$ cat config.mk
export PLATFORM = sky130hd
export DESIGN_NAME = rx_word_match
export DESIGN_NICKNAME = d
export VERILOG_FILES = /design/src/rtl/rx_word_match.sv
export SDC_FILE = /design/constraint.sdc
export NUM_CORES = 1
export LEC_CHECK = 0
export ABC_AREA = 1
export BUFFER_PORTS_ARGS = -buffer_cell sky130_fd_sc_hd__buf_2
export CAP_MARGIN = 5
export CELL_PAD_IN_SITES_DETAIL_PLACEMENT = 1
export CELL_PAD_IN_SITES_GLOBAL_PLACEMENT = 1
export CORE_MARGIN = 10
export CORE_UTILIZATION = 32
export CTS_CLUSTER_DIAMETER = 200
export DETAILED_ROUTE_END_ITERATION = 8
export HOLD_SLACK_MARGIN = 0.05
export PLACE_DENSITY_LB_ADDON = 0.05
export SYNTH_ARGS = -nofsm -noshare
export SYNTH_HDL_FRONTEND = slang
export SYNTH_SLANG_ARGS = --single-unit
$ cat constraint.sdc
create_clock -name clk -period 2.3 [get_ports clk]
set_input_delay 0.115 -clock clk [delete_from_list [all_inputs] [get_ports clk]]
set_output_delay 0.115 -clock clk [all_outputs]
set_load 0.05 [all_outputs]
$ cat src/rtl/rx_word_match.sv
module rx_word_match #(
  parameter int WIDTH = 32,
  localparam int LW = $clog2(WIDTH)
) (
  input  logic             clk,
  input  logic             rst_n,
  input  logic             frame_start,
  input  logic             word_valid,
  input  logic [WIDTH-1:0] word_data,
  input  logic [LW-1:0]    word_len_m1,
  input  logic [2:0]       mode,
  input  logic [WIDTH-1:0] match_a,
  input  logic [WIDTH-1:0] match_b,
  output logic             hit
);

  localparam logic [LW-1:0] TOP = LW'(WIDTH - 1);
  localparam logic [2:0] M_FIRST_EQ  = 3'd2;
  localparam logic [2:0] M_ANY_EQ    = 3'd3;
  localparam logic [2:0] M_FIRST_SEQ = 3'd4;
  localparam logic [2:0] M_ANY_SEQ   = 3'd5;
  localparam logic [2:0] M_FIRST_MSK = 3'd6;
  localparam logic [2:0] M_ANY_MSK   = 3'd7;

  logic is_first, is_second, prev_a, done;

  logic [WIDTH-1:0] mask, w, a, b;
  assign mask = {WIDTH{1'b1}} >> (TOP - word_len_m1);
  assign w = word_data & mask;
  assign a = match_a & mask;
  assign b = match_b & mask;

  logic eq_a, eq_b, eq_m;
  assign eq_a = (w == a);
  assign eq_b = (w == b);
  assign eq_m = ((w & b) == (a & b));

  logic first_now, second_now, prev_now, done_now;
  assign first_now  = frame_start | is_first;
  assign second_now = ~frame_start & is_second;
  assign prev_now   = ~frame_start & prev_a;
  assign done_now   = ~frame_start & done;

  logic pattern;
  always_comb begin
    case (mode)
      M_FIRST_EQ:  pattern = first_now & (eq_a | eq_b);
      M_ANY_EQ:    pattern = eq_a | eq_b;
      M_FIRST_SEQ: pattern = second_now & prev_now & eq_b;
      M_ANY_SEQ:   pattern = prev_now & eq_b;
      M_FIRST_MSK: pattern = first_now & eq_m;
      M_ANY_MSK:   pattern = eq_m;
      default:     pattern = 1'b0;
    endcase
  end

  logic fire;
  assign fire = word_valid & pattern & ~done_now;

  always_ff @(posedge clk) begin
    if (!rst_n) begin
      is_first  <= 1'b1;
      is_second <= 1'b0;
      prev_a    <= 1'b0;
      done      <= 1'b0;
      hit       <= 1'b0;
    end else begin
      hit  <= fire;
      done <= done_now | fire;
      if (word_valid) begin
        is_first  <= 1'b0;
        is_second <= first_now;
        prev_a    <= eq_a & ((mode != M_FIRST_SEQ) | first_now);
      end else begin
        is_first  <= first_now;
        is_second <= second_now;
        prev_a    <= prev_now;
      end
    end
  end

endmodule

==> results of run 1 <==
cell usage after synthesis, drive strengths merged (5+ instances only):
cell / instances / area share [%]
nand2: 142 / 18
nand3: 68 / 12
xor2: 9 / 2.7
buf: 5 / 1.4
o21ai: 12 / 2.0
inv: 136 / 17
nand3b: 15 / 3.8
nor2: 123 / 16
ha: 32 / 14
dfxtp: 5 / 3.4
nand4: 29 / 6.2
metrics by stage:
| step | total power [W] | utilization [%] | instances | setup slack (ns) |
|---|---|---|---|---|
| floorplan | 0.000417 | - | 594 | 0.278 |
| global placement | 0.000702 | 45.0 | 859 | -0.108 |
| detailed placement | 0.000726 | 45.0 | 859 | -0.226 |
| CTS | 0.000890 | 45.5 | 863 | 0.0313 |
| global route | 0.00101 | 46.5 | 865 | -0.0194 |
| finish | 0.000902 | 46.5 | 865 | 0.153 |
cell families after synthesis:
| kind of cell | synth area share (%) |
|---|---|
| AO/OA/AOI/OAI | 3.15 |
| flip-flops | 3.40 |
| adder cells (fa/ha/maj) | 13.6 |
| buffers and inverters | 18.7 |
| AND/OR/NAND/NOR | 57.6 |
| XOR/XNOR | 3.57 |
metal layers:
| layer | track usage [%] | vias up | share of wire [%] |
|---|---|---|---|
| met5 | 0 | - | 0 |
| met4 | 2.25 | 0 | 0.49 |
| met3 | 2.27 | 6 | 4.8 |
| met2 | 33.9 | 64 | 49 |
| met1 | 22.1 | 1902 | 45 |
| li1 | - | 2177 | - |
critical path, stage by stage:
cell and delay (ns):
buf_2 0.15, buf_4 0.13, nand3_1 0.13, buf_4 0.17
nand2_1 0.11, inv_1 0.07, nor2_1 0.11, ha_1 0.24
nor2_1 0.11, nand2_1 0.09, nor4_2 0.27, nand2_1 0.11
nor3_1 0.15, nand3_1 0.09, nand3_1 0.09, nand2_1 0.06
nor2_1 0.08
report_power, final:
| part | internal, W | switching, W |
|---|---|---|
| combinational | 0.000279 | 0.000373 |
| sequential | 0.0000897 | 0.00000103 |
| clock | 0.000119 | 0.0000405 |
cell type report:
type | count | share of cell area (%)
Timing Repair Buffer | 164 | 23.6
Inverter | 136 | 12.4
Multi-Input combinational cell | 448 | 57.2
Tap cell | 108 | 3.28
Sequential cell | 5 | 2.43
Clock buffer | 4 | 1.09
what timing repair did:
action                     CTS  global route
setup buffers                0             2
setup endpoints to repair    0             2
resized for setup            0            25
sequential cells by signal, indices dropped and copies added, names as in the netlist:
signal     count
done           1
hit            1
is_first       1
is_second      1
prev_a         1
how the worst min path moves through the flow:
stage,start,endpoint
floorplan,rst_n,is_first$_SDFF_PN1_
global placement,rst_n,is_first$_SDFF_PN1_
detailed placement,rst_n,is_first$_SDFF_PN1_
CTS,rst_n,is_first$_SDFF_PN1_
global route,rst_n,is_first$_SDFF_PN1_
finish,rst_n,is_first$_SDFF_PN1_
==> results.cfg, run 1 <==
[sta]
holdWs_ns = 0.122
fin_setup_tns_ns = 0
final-setup-viol-count = 0
finClkSkew_ns = 0.000138
fin_crit_ns = 2.15
maxSlewHeadroom_pct = 78.7
hold_viol_final = 0
final_max_slew_viol_count = 0
worst_slew_pin_slew_ns = 0.317
fmax_mhz = 466
fin_crit_sh_pct = 93.4

[yosys]
synth.distinct_cells = 26
ys_seq_area_share_pct = 3.40
synth_edf_count = 0
syn_area_um2 = 2940
syn_area_per_cell_um2 = 4.95
ys.flop_type = dfxtp_1
syn_nets = 734
synthCells = 594
ys_ff_latch = 5
ys_warn_count = 0
async_reset_ff_share_pct = 0

[grt]
grt.total_usage_pct = 18.2
grt_max_degree = 12
grt_pass1_vias = 4444
grt_remaining_overflow = 0
grt_pass1_wl_um = 20200
grt_antenna_before_repair = 0

[floorplanning]
start_util_pct = 33.2
die_area_um2 = 13400
die_h_um = 116
die_w_um = 116
num_rows = 34
design.core.area_um2 = 8850
io_pins = 109

[hold_path]
hold_depth = 2
hold_path_class = in2reg

[clock_tree]
cts.hold.buffers_added = 0
clock_sinks = 5
cts_buffers = 3
root_buffer = clkbuf_8
clk_path_buf_depth = 2
cts_tree = done
htreeDepth = 1
clk_transition_reported_paths_ns = 0.03
worstSkewPairLatency_ns = 0.22

[worst_setup_path]
crit_type = in2reg
r2r-end = hit$_SDFF_PN0_
startpoint_type = input pin
worst-endpoint-arrival_ns = 2.30
cp-startpoint = word_len_m1[1]
r2r_cells = 14
required_ns = 2.46
worst_setup_path_end_kind = flip-flop
crit_fanout = 7
ff2ff_setup_slack_ns = 0.58
worstReg2RegStart = is_first$_SDFF_PN1_
critical_path.endpoint = hit$_SDFF_PN0_

[placement]
portBuffers = 108
routabilityCongestion = 0.883
hpwl_um = 11400
place_area_um2 = 3980

[detailed_routing]
antenna_left = 0
wl_per_cell_um = 14.4
drc = 0
totalWireLength_um = 12400
vias_per_cell = 4.80
dr.first_iter.drc_count = 173
drt-pass1-iter-count = 4
via_count = 4149

[power]
ir_worst_vdd_uv = 116
power_leakage_nw = 2.60
power_density_nw_per_um2 = 219

[finish]
final_common_cell = nand2_1
drive_gt1_share_pct = 25.0
layout_common_cells = nand2_1, inv_1, nor2_1
area_growth_pct = 39.9
multiInputGateArea_um2 = 2360
ff_latch_area_um2 = 100
fill_cells = 1373
nets = 898
design_area_um2 = 4120
num_antenna_cells = 0

[status]
status = complete, no violations

[run]
maxCapViolCount = 0
No activity file was read; power rests on OpenSTA's default activity.
==> run 2: changes to the inputs <==
==> constraint.sdc (replaced) <==
create_clock -name clk -period 2.3 [get_ports clk]
set_input_delay 0.46 -clock clk [delete_from_list [all_inputs] [get_ports clk]]
set_output_delay 0.46 -clock clk [all_outputs]
set_load 0.05 [all_outputs]
==> results.cfg, run 2 (synthesis results as in run 1) <==
[worst_setup_path]
crit_chain = buf_8, buf_12, buf_6, nor2_4, buf_6, nand3_4, nand2_2, inv_1, ha_4, nor2_2, nand2_2, nor4_4, nand2_4, nor3_4, nand3_1, nand3_1, nand2_1, nor2_1
max_stage_delay_ns = 0.32
worst-endpoint-arrival_ns = 2.61
required_ns = 2.46
startpoint_type = input pin
crit_family = simple AND/OR/NAND/NOR gates
crit_fanout = 4
worst-path-buf-inv = 5
crit_type = in2reg
worst_setup_path_end_kind = flip-flop
cp_slowest_cell = nor4_4

[detailed_routing]
dr.first_iter.drc_count = 168
drc = 0
totalWireLength_um = 13800
drt-pass1-iter-count = 4
via_count = 4359
wl_per_cell_um = 15.6
antenna_left = 0
vias_per_cell = 4.93

[floorplanning]
die_area_um2 = 13400
num_rows = 34
die_h_um = 116
io_pins = 109
start_util_pct = 33.2
die_w_um = 116
design.core.area_um2 = 8850

[clock_tree]
cts_tree = done
root_buffer = clkbuf_8
clk_transition_reported_paths_ns = 0.04
htreeDepth = 1
clk_path_buf_depth = 2
worstSkewPairLatency_ns = 0.23
cts.hold.buffers_added = 0
clock_sinks = 5
cts_buffers = 3

[hold_path]
hold_path_class = in2reg

[grt]
met3_usage_pct = 3.72
grt.total_usage_pct = 19.0
grt_pass1_vias = 4637
busiest_layer = met2
use_met1_pct = 20.4
grt_pass1_wl_um = 21100
grt_use_met2_pct = 37.0
grt_antenna_before_repair = 0
grt_max_degree = 16
grt_remaining_overflow = 0

[sta]
finClkSkew_ns = 0.00140
final-setup-viol-count = 2
worst_slew_pin_slew_ns = 0.338
final_max_slew_viol_count = 0
rsz0062_at_grt = true
hold_viol_final = 0
fin_crit_sh_pct = 107
maxSlewHeadroom_pct = 77.2
final.setup.worst_slack_ns = -0.150
fmax_mhz = 408
fin_crit_ns = 2.45

[power]
ir_worst_vdd_uv = 142
power_leakage_nw = 2.78
power_density_nw_per_um2 = 222

[placement]
hpwl_um = 11600
pre_cts_slack_ns = -0.631
place_area_um2 = 4120
routabilityCongestion = 0.824
portBuffers = 108

[finish]
area_growth_pct = 55.6
layout_common_cells = inv_1, nand2_1, buf_2
drive_gt1_share_pct = 33.1
num_antenna_cells = 0
fin_util_pct = 51.7
nets = 918
design_area_um2 = 4580

[run]
maxCapViolCount = 0

[status]
status = complete, but fails checks
violations = setup timing
run 2: final timing paths:
path,from,to,slack (ns),cells past startpoint
worst min-delay path,rst_n,is_first$_SDFF_PN1_,0.45,2
worst max-delay path,word_len_m1[4],hit$_SDFF_PN0_,-0.15,18
worst max register to register,is_first$_SDFF_PN1_,hit$_SDFF_PN0_,0.46,14
worst min register to register,is_second$_SDFF_PN0_,is_second$_SDFF_PN0_,0.52,2
run 2: power breakdown:
group,switching (W),internal (W)
clock network,0.0000494,0.000120
registers,0.000000903,0.0000896
logic,0.000426,0.000331
run 2: through the flow:
step	setup TNS [ns]	power (W)	std cells	hold slack, ns
floorplan	0	0.000420	594	0.462
global placement	-1.25	0.000722	872	0.481
detailed placement	-1.41	0.000749	872	0.503
CTS	-0.293	0.000963	880	0.452
global route	-0.725	0.00111	885	0.475
finish	-0.258	0.00102	885	0.453
run 2: layout make-up:
class	count	area [um2]
fillers	1346	4270
repair buffers	184	1190
flip-flops and latches	5	100
clock buffers	4	45.0
multi-input cells	448	2590
well taps	108	135
inverters	136	515
run 2: per-layer routing:
layer	part of all wire, %	vias to the layer above
met4	1.7	0
met2	54	83
li1	-	2223
met5	0	-
met3	5.4	14
met1	39	2039
run 2: timing repair:
action	4_1_cts	5_1_grt
setup endpoints to repair	2	3
gates cloned	0	0
buffers inserted	5	5
resized for setup	44	56
pin swaps	18	34
